### src/rtl/color_depth_adapter.sv
module color_depth_adapter #(
  parameter int NUM_PLANES = 3,
  parameter int IN_BPS     = 10,
  parameter int OUT_BPS    = 8,
  parameter int ADDR_W     = 4,
  localparam int IN_W      = ((NUM_PLANES * IN_BPS + 7) / 8) * 8,
  localparam int OUT_W     = ((NUM_PLANES * OUT_BPS + 7) / 8) * 8
) (
  input  logic              clk,
  input  logic              rst_n,
  input  logic [IN_W-1:0]   s_tdata,
  input  logic              s_tvalid,
  output logic              s_tready,
  input  logic              s_tlast,
  input  logic              s_tuser,
  output logic [OUT_W-1:0]  m_tdata,
  output logic              m_tvalid,
  input  logic              m_tready,
  output logic              m_tlast,
  output logic              m_tuser,
  input  logic              cfg_wr,
  input  logic [ADDR_W-1:0] cfg_addr,
  input  logic [31:0]       cfg_wdata,
  output logic [31:0]       cfg_rdata
);
  localparam int PIX_OUT = NUM_PLANES * OUT_BPS;
  localparam logic [4:0] OUT_FIELD = 5'(OUT_BPS);
  localparam bit NARROW = IN_BPS > OUT_BPS;

  logic             skid_v, skid_l, skid_u;
  logic [OUT_W-1:0] skid_d;
  logic [1:0]       beat;
  logic [3:0]       ptype;
  logic             reg_en, pkt_en;
  logic [4:0]       reg_val, pkt_val;
  logic [OUT_W-1:0] raw, pix, xf;
  logic             accept, out_free, fix;
  logic [4:0]       field;

  assign s_tready = ~skid_v;
  assign accept   = s_tvalid & s_tready;
  assign out_free = ~m_tvalid | m_tready;
  assign raw      = OUT_W'(s_tdata);

  genvar p;
  generate
    for (p = 0; p < NUM_PLANES; p++) begin : g_plane
      logic [IN_BPS+OUT_BPS-1:0] ext;
      assign ext = {s_tdata[p*IN_BPS +: IN_BPS], {OUT_BPS{1'b0}}};
      assign pix[p*OUT_BPS +: OUT_BPS] = ext[IN_BPS+OUT_BPS-1 -: OUT_BPS];
    end
    if (OUT_W > PIX_OUT) begin : g_fill
      assign pix[OUT_W-1:PIX_OUT] = '0;
    end
  endgenerate

  assign field = pkt_en ? pkt_val : OUT_FIELD;
  assign fix   = NARROW && beat == 2'd1 && ptype == 4'd1 && raw[4:0] > OUT_FIELD;

  always_comb begin
    if (beat == 2'd0)       xf = raw;
    else if (ptype == 4'd0) xf = pix;
    else if (fix)           xf = {raw[OUT_W-1:5], field};
    else                    xf = raw;
  end

  always_ff @(posedge clk) begin
    if (!rst_n) begin
      m_tvalid <= 1'b0;
      m_tdata  <= '0;
      m_tlast  <= 1'b0;
      m_tuser  <= 1'b0;
      skid_v   <= 1'b0;
      skid_d   <= '0;
      skid_l   <= 1'b0;
      skid_u   <= 1'b0;
    end else if (out_free) begin
      if (skid_v) begin
        m_tvalid <= 1'b1;
        m_tdata  <= skid_d;
        m_tlast  <= skid_l;
        m_tuser  <= skid_u;
        skid_v   <= 1'b0;
      end else begin
        m_tvalid <= accept;
        if (accept) begin
          m_tdata <= xf;
          m_tlast <= s_tlast;
          m_tuser <= s_tuser;
        end
      end
    end else if (accept) begin
      skid_v <= 1'b1;
      skid_d <= xf;
      skid_l <= s_tlast;
      skid_u <= s_tuser;
    end
  end

  always_ff @(posedge clk) begin
    if (!rst_n) begin
      beat    <= 2'd0;
      ptype   <= 4'd0;
      pkt_en  <= 1'b0;
      pkt_val <= OUT_FIELD;
    end else if (accept) begin
      if (beat == 2'd0) begin
        ptype   <= s_tdata[3:0];
        pkt_en  <= reg_en;
        pkt_val <= reg_val;
      end
      if (s_tlast)            beat <= 2'd0;
      else if (beat != 2'd2)  beat <= beat + 2'd1;
    end
  end

  always_ff @(posedge clk) begin
    if (!rst_n) begin
      reg_en  <= 1'b0;
      reg_val <= OUT_FIELD;
    end else if (cfg_wr) begin
      if (cfg_addr == ADDR_W'(0)) reg_en  <= cfg_wdata[0];
      if (cfg_addr == ADDR_W'(4)) reg_val <= cfg_wdata[4:0];
    end
  end

  always_comb begin
    if (cfg_addr == ADDR_W'(0))      cfg_rdata = {31'd0, reg_en};
    else if (cfg_addr == ADDR_W'(4)) cfg_rdata = {27'd0, reg_val};
    else                             cfg_rdata = 32'd0;
  end

  assert_hold_R11: assert property (@(posedge clk) disable iff (!rst_n)
    m_tvalid && !m_tready |=> m_tvalid && $stable(m_tdata) && $stable(m_tlast) && $stable(m_tuser));

  assert_skid_R11: assert property (@(posedge clk) disable iff (!rst_n)
    !s_tready |-> m_tvalid);

  assert_latency_R10: assert property (@(posedge clk) disable iff (!rst_n)
    accept |=> m_tvalid);

  assert_field_R6: assert property (@(posedge clk) disable iff (!rst_n)
    accept && beat == 2'd1 && ptype == 4'd1 && s_tdata[4:0] <= OUT_FIELD |-> xf[4:0] == s_tdata[4:0]);

  assert_kind_R2: assert property (@(posedge clk) disable iff (!rst_n)
    accept && s_tlast |=> beat == 2'd0);

  assert_latch_R9: assert property (@(posedge clk) disable iff (!rst_n)
    beat != 2'd0 |=> $stable(pkt_en) && $stable(pkt_val));
endmodule

### config.mk
export PLATFORM = sky130hd
export DESIGN_NAME = color_depth_adapter
export DESIGN_NICKNAME = d
export VERILOG_FILES = /design/src/rtl/color_depth_adapter.sv
export SDC_FILE = /design/constraint.sdc
export NUM_CORES = 1
export LEC_CHECK = 0
export ABC_AREA = 1
export BUFFER_PORTS_ARGS = -buffer_cell sky130_fd_sc_hd__clkbuf_2
export CELL_PAD_IN_SITES_DETAIL_PLACEMENT = 0
export CELL_PAD_IN_SITES_GLOBAL_PLACEMENT = 1
export CORE_ASPECT_RATIO = 0.7
export CORE_MARGIN = 2
export CORE_UTILIZATION = 36
export DETAILED_ROUTE_END_ITERATION = 12
export MAX_ROUTING_LAYER = met4
export PLACE_DENSITY = 0.87
export SYNTH_ARGS = -nofsm -noshare
export SYNTH_HDL_FRONTEND = slang
export SYNTH_SLANG_ARGS = --single-unit
### constraint.sdc
create_clock -name clk -period 2.4 [get_ports clk]
set_input_delay 0.12 -clock clk [delete_from_list [all_inputs] [get_ports clk]]
set_output_delay 0.12 -clock clk [all_outputs]
set_load 0.03 [all_outputs]
After elaboration in Yosys (flattened, before gate mapping) --
Cells that the tools add are included.
Cells by class: $add $sub $neg 1, multipliers 0, divide/modulo/power cells 0, order comparisons 1, equal/unequal tests 4, shift-type cells 0, muxes and demuxes 15, bitwise logic cells 6, reductions and logical operators 14
Operators with widths (count):
- 2-to-1 mux 24 bit | 4
- 2-to-1 mux 5 bit | 4
- AND reduction 2 bit | 6
- zero test 4 bit | 2
- greater-than comparator 5 x 4 -> 1 bit (second input constant) | 1
- 2-to-1 mux 1 bit | 5
- equality test 4 x 1 -> 1 bit (second input constant) | 1
- equality test 4 x 3 -> 1 bit (second input constant) | 1
- 2-to-1 mux 2 bit | 2
- inverter 1 bit | 4
- nonzero test 2 bit | 2
- adder 2 x 1 -> 2 bit (second input constant) | 1
- equality test 2 x 1 -> 1 bit (second input constant) | 1
- logical AND 1 bit | 2
- zero test 2 bit | 1
- != test 2 bit (second input constant) | 1
- OR reduction 2 bit | 1
- AND 1 bit | 1
- OR 1 bit | 1
Word-level totals: register bits after elaboration 72, bits in latches 0, memory bits (writable) 0, bits in read-only memories 0, bits of input ports 75, output and inout bits 60, logic and storage cells 55, memories 0

Longest topological paths before layout --
Gate-level depths: netlist (run 1).
depth after elaboration 8, depth in mapped cells 12

Worst setup path before layout (run 1) --
Ideal clock, no wire load.
path kind reg-to-reg, from register m_tvalid, to register skid_d[15], setup time 0.115 ns, data arrival time 1.381 ns, setup slack 0.903 ns, stages on the path, launching flop included 9, path through dfxtp_1 > inv_1 > nor2_4 > inv_1 > nor2_2 > inv_1 > clkbuf_1 > o21ai_0 > inv_1
On the way: longest elaborated chain between the ends 4
RTL lines:
- start: declaration | RTL line 17 | output logic m_tvalid,
- start signal: assignment | RTL line 85 | m_tvalid <= accept;
- inverter 1 bit | RTL line 42 | assign out_free = ~m_tvalid | m_tready;
- OR 1 bit | RTL line 42
- inverter 1 bit (no source line)
- AND reduction 2 bit (no source line)
- end signal: assignment | RTL line 74 | skid_d <= '0;
- end signal: assignment | RTL line 94 | skid_d <= xf;
- end: declaration | RTL line 31 | logic [OUT_W-1:0] skid_d;
Every way passes these cells. A chain may end at the register's enable or synchronous reset.

Final worst setup path (run 1) --
from register beat[0], to register m_tdata[23]
On the way: longest elaborated chain between the ends 4
RTL lines:
- start: declaration | RTL line 32 | logic [1:0] beat;
- start signal: assignment | RTL line 113 | else if (beat != 2'd2) beat <= beat + 2'd1;
- zero test 2 bit | RTL line 61 | if (beat == 2'd0) xf = raw;
- 2-to-1 mux 24 bit | RTL line 61
- 2-to-1 mux 24 bit | RTL line 86 | if (accept) begin
- 2-to-1 mux 24 bit | RTL line 78 | if (skid_v) begin
- end signal: assignment | RTL line 80 | m_tdata <= skid_d;
- end: declaration | RTL line 16 | output logic [OUT_W-1:0] m_tdata,
Every way passes these cells. The select of a mux whose other input is x is not followed.

==> summary.txt, run 1 <==
Worst setup path
  • Critical R2R Capture: m_tdata[23]
  • Worst setup SP type: flop
  • Max incr delay on CP: 0.33 ns
  • Delay-heaviest family, CP: buffers and inverters
  • Worst Setup SP: beat[0]
  • Critical-path top delay cell: dfxtp_1
  • CP cell instances: inv_1 -> ha_1 -> inv_2 -> nand3_2 -> inv_2 -> buf_4 -> nand2_1 -> o21ai_1 -> nand2_1 -> a21oi_1
  • Largest fanout on the critical path: 14
  • Bufs and invs on worst path: 4
  • Critical path depth: 10
  • Slack of the worst reg-to-reg path: 0.51 ns
  • R2r worst-path depth: 10
  • R2r startpoint: beat[0]
  • WS Path Type: flop to flop
  • Setup crit end kind: flop
  • Worst EP required: 2.65 ns
  • CP arrival: 2.14 ns

Logic synthesis
  • Post-synth ARST share: 0
  • Post-synthesis mux area share: 0
  • Syn avg cell area: 6.78 um2
  • Area share of the leading cell type in the synthesized netlist: 0.406
  • Synth Area in Adders: 0.0106
  • Synthesized area: 0.00355 mm2
  • Synthesis Warnings: 0
  • Cell count after synthesis: 524
  • Area share of xor/xnor cells in the synthesized design: 0
  • Synth Area in Simple Gates: 0.225
  • Dominant cell type by area after synthesis: dfxtp_1
  • Compound-Gate Fraction of Synth Area: 0.203
  • Seq/Total Area, Yosys: 0.406
  • Post-synth EDFFs: 0
  • Top post-synthesis cells by area: dfxtp_1, nand2_1, a21oi_1
  • Synth Register Bits: 72
  • Main synth FF type: dfxtp_1
  • Unique masters post-synth: 25
  • Largest family of logic cells by synthesized area: simple AND/OR/NAND/NOR gates

Min path
  • Worst Hold Depth: 3
  • Hold path startpoint: cfg_wdata[3]
  • Hold worst-path end: reg_val[3]
  • Type of the most critical hold path: primary input to flop

STA
  • Worst Skew: 0.00684 ns
  • Final Hold Fails: 0
  • Final worst path period need: 1.89 ns
  • Period utilization: 0.788
  • RSZ-0062 raised after global routing: no
  • Final setup TNS: 0 ns
  • Final Slew Violations: 0
  • Least-Margin Pin Slew: 1.03 ns
  • Final setup fails: 0
  • Max_slew headroom: 0.315
  • Highest Clock Rate: 0.529 GHz
  • Hold Slack: 0.0476 ns

Place
  • Gpl congestion: 0.821
  • Port bufs: 78
  • DP Wirelength: 6.25 mm

Clock network
  • CTS root buf: clkbuf_16
  • CTS tree: yes
  • Clk slew on worst S/H paths: 0.05 ns
  • CTS buffer count: 9
  • Hold_buf cts: 0
  • CTS max path bufs: 2
  • Clk_lat worst skew: 0.33 ns
  • Post-CTS setup buffer count: 0
  • Clk sinks: 72
  • Number of gates resized after CTS: 0
  • H-tree Lvls: 3

Outcome
  • Status: complete, no violations

Die
  • CORE AREA: 0.00965 mm2
  • Ports: 135
  • Initial Util: 0.368
  • DIE AREA: 0.0107 mm2
  • Row cnt: 30
  • Chip height: 87.1 um
  • Horiz. Die Dim: 123 um

Routing
  • Total Wirelength: 9.18 mm
  • WL/cell: 12.6 um
  • Pre-antenna DRT Iters: 4
  • Routed Antenna Nets: 0
  • Vias post-DR: 3428
  • DRC Markers: 0
  • Drt initial violations: 168
  • Via density: 4.72

Global route
  • Vias in the first global route: 3177
  • First-pass GRT wire length: 14.9 mm
  • GR Overflow Total: 0
  • GRT Util Overall: 0.186
  • Antenna violations before repair: 0
  • Largest net degree at the start of global routing: 44

Power
  • Flop pwr share: 0.389
  • Clock share of power: 0.430
  • Sw Pwr: 989 uW
  • Power share of the combinational group: 0.181
  • Lkg Pwr: 0.00221 uW
  • VDD IR-drop max: 425 uV
  • P_int: 2420 uW
  • Switching share of power: 0.290
  • Pwr dens: 800 mW/mm2

Finish
  • Area Growth Syn to Fin: 20.1%
  • Diodes inserted: 0
  • Layout cells sized above 1: 0.187
  • Layout Nets: 671

Run
  • Max_cap viols: 0
==> worst register-to-register path: cells and delay by family, from the launching register on <==
family	cells	cell delay (ns)
AOI/OAI and AO/OA	2	0.27
buffers and inverters	4	0.69
DFF	1	0.33
adders and majority gates	1	0.29
and+or+nand+nor	3	0.22
==> synth_stat cells, types with 4 or more instances <==
cell type,number
buf_2,6
inv_1,55
o21ai_0,60
nand2_1,102
o211ai_1,5
clkbuf_1,17
a211oi_1,4
dfxtp_1,72
o21ai_1,4
inv_2,4
buf_4,29
nand3_1,18
a21oi_1,61
nor2_1,67
==> sequential cells by signal, summed over array words and instances, names as in the netlist <==
name,count
reg_val,5
skid_d,24
beat,2
m_tdata,24
skid_l,1
reg_en,1
pkt_en,1
pkt_val,5
skid_u,1
m_tuser,1
m_tvalid,1
m_tlast,1
ptype,4
skid_v,1
==> layer usage <==
layer  up-vias  routed length, um  global-route usage
li1       1764                  -                   -
met2        86               3980               0.268
met1      1572               4670               0.244
met3         6                470              0.0641
met4         0                 67              0.0543
met5         -                  0                   -
==> through the flow <==
step	instance area, um2	utilization	power [uW]	cells	setup slack (ns)
final	4260	0.442	3410	726	0.510
after global routing	4260	0.442	3580	726	0.312
after CTS	4260	0.442	3440	726	0.505
after detailed placement	3930	0.408	1970	710	0.541
after global placement	3930	0.408	1950	710	0.589
after floorplan	3650	-	1820	550	0.903
==> cell families after synthesis <==
group | Yosys count
simple gates | 198
fa+ha+maj | 3
compound gates | 137
other cells | 1
buf+inv | 113
flops | 72
==> worst max-delay path by stage <==
stage,slack (ns),to
CTS,0.51,m_tdata[23]
global route,0.31,m_tdata[23]
floorplan,0.90,skid_d[15]
global placement,0.59,m_tdata[5]
finish,0.51,m_tdata[23]
detailed placement,0.54,m_tdata[23]
==> cell type report <==
class | count | area (um2)
inverter | 59 | 221
sequential | 72 | 1440
tap | 128 | 160
timing repair buffer | 86 | 450
clock buffer | 11 | 253
clock inverter | 5 | 78.8
multi-input combinational | 365 | 1660
fill | 1017 | 5380
==> cell usage in the layout (no fill, tap or decap), types with 3 or more instances in the layout <==
cell type | netlist | routed
o211ai_1 | 5 | 5
buf_4 | 29 | 8
nor2_2 | 3 | 3
o21ai_0 | 60 | 60
o21ai_1 | 4 | 4
inv_1 | 55 | 55
nor3_1 | 3 | 3
clkbuf_16 | 0 | 9
nand2_1 | 102 | 102
inv_2 | 4 | 4
a21oi_1 | 61 | 61
dfxtp_1 | 72 | 72
nand4_1 | 3 | 3
a211oi_1 | 4 | 4
conb_1 | 1 | 27
clkbuf_2 | 0 | 78
nor2_1 | 67 | 67
ha_1 | 3 | 3
nand3_1 | 18 | 18
==> power groups by stage <==
stage	registers (uW)	logic (uW)	clock network, uW
2_1_floorplan	1430	396	0
3_3_place_gp	1350	604	0
3_5_place_dp	1350	614	0
4_1_cts	1330	619	1500
5_1_grt	1340	689	1560
6_report	1330	616	1470
(Power assumes the default switching activity.)
==> run 2: changes to the inputs <==
- ABC_AREA: 1 -> 0
- PLACE_DENSITY: 0.87 -> 0.82
- clock period: 2.4 -> 1.8 ns (I/O delays scaled with it)
==> run 2 against run 1 <==
The flow now finishes with violations (negative setup slack). Flip-flop and latch count unchanged. Via count decreased by 8.4%. Largest power group unchanged. Utilization is 6.2 points higher. Die area is 1.2% higher. Highest routed layer unchanged. Fmax down 8.7%. Clock-buffer cell count up 1.
==> summary.txt, run 2 <==
Global route
  • Vias in the first global route: 2953 (-7.1%)
  • Largest net degree at the start of global routing: 63 (+43%)
  • Antenna violations before repair: 0 (unchanged)
  • First-pass GRT wire length: 15.1 mm (+1.3%)
  • GR Overflow Total: 0 (unchanged)
  • GRT Util Overall: 0.184 (-0.00205)

Die
  • Chip height: 87.6 um (+0.59%)
  • Initial Util: 0.371 (+0.00310)
  • Row cnt: 30 (unchanged)
  • Horiz. Die Dim: 123 um (+0.59%)
  • DIE AREA: 0.0108 mm2 (+1.2%)
  • CORE AREA: 0.00968 mm2 (+0.39%)
  • Ports: 135 (unchanged)

Worst setup path
  • Max incr delay on CP: 0.46 ns (+0.13 ns)
  • CP arrival: 2.30 ns (+0.16 ns)
  • Worst Setup SP: beat[0]
  • CP cell instances: inv_2 -> ha_4 -> or4_4 -> nor2_8 -> buf_12 -> mux2_4 -> o2111ai_4 -> nand2_1
  • Largest fanout on the critical path: 7 (-7)
  • R2r startpoint: beat[0]
  • Setup crit end kind: flop
  • Worst EP required: 2.03 ns (-0.62 ns)
  • Critical-path top delay cell: or4_4
  • WS Path Type: flop to flop
  • Worst setup SP type: flop

Clock network
  • CTS root buf: clkbuf_16
  • Clk slew on worst S/H paths: 0.06 ns (about the same)
  • Clk sinks: 72 (unchanged)
  • CTS max path bufs: 2 (unchanged)
  • CTS tree: yes
  • H-tree Lvls: 3 (unchanged)
  • CTS buffer count: 9 (unchanged)
  • Clk_lat worst skew: 0.33 ns (about the same)

Min path
  • Type of the most critical hold path: primary input to flop
  • Hold path startpoint: cfg_wdata[1]

Finish
  • Layout cells sized above 1: 0.384 (+0.197)
  • Layout fillers: 896 (-12%)
  • Biggest regs: m_tdata x24, skid_d x24
  • Non-Filler Instances: 625 (-14%)
  • Most common cell after layout, fill and taps aside: clkbuf_2
  • Area Growth Syn to Fin: 35.8%
  • Design area: 0.00488 mm2 (+14%)
  • Most frequent cells in the layout: clkbuf_2, dfxtp_1, nand2_1
  • Diodes inserted: 0 (unchanged)
  • Layout Nets: 571 (-15%)

STA
  • Final Slew Violations: 0 (unchanged)
  • Final worst path period need: 2.07 ns (+0.180 ns)
  • Period utilization: 1.15 (+0.362)
  • Final setup fails: 48 (+48)
  • RSZ-0062 raised after global routing: yes
  • Worst Skew: 0.00803 ns (+0.00119 ns)
  • Final Hold Fails: 0 (unchanged)
  • Highest Clock Rate: 0.483 GHz (-8.7%)
  • PnR worst setup slack: -0.270 ns (-0.780 ns)

Logic synthesis
  • Area share of the leading cell type in the synthesized netlist: 0.401 (-0.00495)
  • Post-synth EDFFs: 0 (unchanged)
  • Synth Register Bits: 72 (unchanged)
  • Seq/Total Area, Yosys: 0.401 (-0.00495)
  • Post-synth ARST share: 0 (unchanged)
  • Unique masters post-synth: 43 (+72%)
  • Commonest cells in the netlist: dfxtp_1, nand2_1, mux2i_1, nand3_1, nor2b_1
  • Synthesis Warnings: 0 (unchanged)
  • Syn avg cell area: 9.19 um2 (+36%)
  • Top post-synthesis cells by area: dfxtp_1, mux2i_1, nor2b_1
  • Dominant cell type by area after synthesis: dfxtp_1
  • Synthesized area: 0.00359 mm2 (+1.2%)
  • Cell count after synthesis: 391 (-25%)
  • Main synth FF type: dfxtp_1
  • Count leader, synth: dfxtp_1

Power
  • Lkg Pwr: 0.00212 uW (-4.0%)
  • Switching share of power: 0.267 (-0.0228)
  • Power share of the combinational group: 0.184 (+0.003)
  • Sw Pwr: 1200 uW (+21%)
  • P_int: 3280 uW (+36%)
  • VDD IR-drop max: 551 uV (+30%)
  • Clock share of power: 0.432 (+0.002)
  • Pwr dens: 917 mW/mm2 (+15%)
  • Flop pwr share: 0.385 (-0.004)

Routing
  • Wire length on met2: 4.39 mm (+10%)
  • Via density: 5.03 (+6.4%)
  • Wire length on met3: 416 um (-11%)
  • WL/cell: 15.2 um (+20%)
  • Top layer in use: met4
  • Post-Route M1 WL: 4.56 mm (-2.3%)
  • DRC Markers: 0 (unchanged)
  • Pre-antenna DRT Iters: 7 (+3)
  • Routed Antenna Nets: 0 (unchanged)
  • Drt initial violations: 253 (+51%)
  • Vias post-DR: 3141 (-8.4%)
  • Total Wirelength: 9.49 mm (+3.4%)

Outcome
  • Status: finished with violations
  • Violated checks: negative setup slack

Place
  • Gpl congestion: 0.897 (+9.2%)
  • Placed cells: 599 (-16%)
  • DP Wirelength: 6.60 mm (+5.5%)
  • Dpl ws: -0.334 ns (-0.875 ns)
  • Port bufs: 78 (unchanged)
  • Placement Cell Area: 0.00431 mm2 (+9.5%)

Run
  • Max_cap viols: 0 (unchanged)
-- run 2: worst max-delay path: cells and delay by family, from the launching register on --
| kind | cells | cell delay, ns |
|---|---|---|
| AOI/OAI and AO/OA | 1 | 0.20 |
| adders and majority gates | 1 | 0.15 |
| buffers and inverters | 2 | 0.21 |
| DFF | 1 | 0.33 |
| muxes | 1 | 0.33 |
| and+or+nand+nor | 3 | 0.73 |
-- run 2: final cells by class --
cell class,instances,area (um2),share of cell area
Clock buffer,12,256,0.0525
Clock inverter,3,65.1,0.0133
Inverter,7,26.3,0.00538
Multi-Input combinational cell,283,2160,0.443
Sequential cell,72,1450,0.296
Tap cell,128,160,0.0328
Timing Repair Buffer,120,766,0.157
-- run 2: power groups by stage --
stage	sequential [uW]	clock (uW)	combinational, uW
finish	1720	1930	823
global route	1730	2040	884
CTS	1720	1960	794
detailed placement	1760	0	745
global placement	1750	0	731
floorplan	1840	0	460
-- run 2: worst paths after layout --
check	endpoint	slack [ns]	cells past startpoint
worst max-delay path	m_tdata[20]	-0.27	8
worst min-delay path	reg_val[1]	0.02	3
worst max register to register	m_tdata[20]	-0.27	8
worst min register to register	m_tdata[9]	0.45	2
-- run 2: metal layers --
layer | track usage | up-vias
met4 | 0.0558 | 0
li1 | - | 1526
met2 | 0.267 | 92
met5 | - | -
met3 | 0.0365 | 13
met1 | 0.257 | 1510
-- run 2: timing repair --
action,in CTS,in global routing
cloned,1,0
hold buffers,1,0
resized for setup,16,16
pin swaps,14,12
endpoints found under the hold margin,1,0
setup buffers,6,4
setup endpoints to repair,48,48
-- run 2: per-stage QoR --
stage / TNS, ns / total power [uW] / hold WS [ns] / util
3_3_place_gp: -8.63 / 2480 / 0.312 / 0.445
5_1_grt: -13.23 / 4660 / 0.0190 / 0.504
4_1_cts: -8.89 / 4470 / 0.0187 / 0.494
3_5_place_dp: -10.13 / 2500 / 0.318 / 0.445
6_report: -9.96 / 4480 / 0.0204 / 0.504
2_1_floorplan: -10.78 / 2300 / 0.215 / -
-- run 2: cells by family (layout without fill, tap and decap cells) --
kind of cell / Yosys count / after routing / share of synthesized area
simple gates: 141 / 141 / 0.209
flops: 72 / 72 / 0.401
buf+inv: 62 / 142 / 0.101
compound gates: 61 / 61 / 0.129
mux: 51 / 51 / 0.148
fa+ha+maj: 3 / 3 / 0.0104
other cells: 1 / 27 / 0.00104
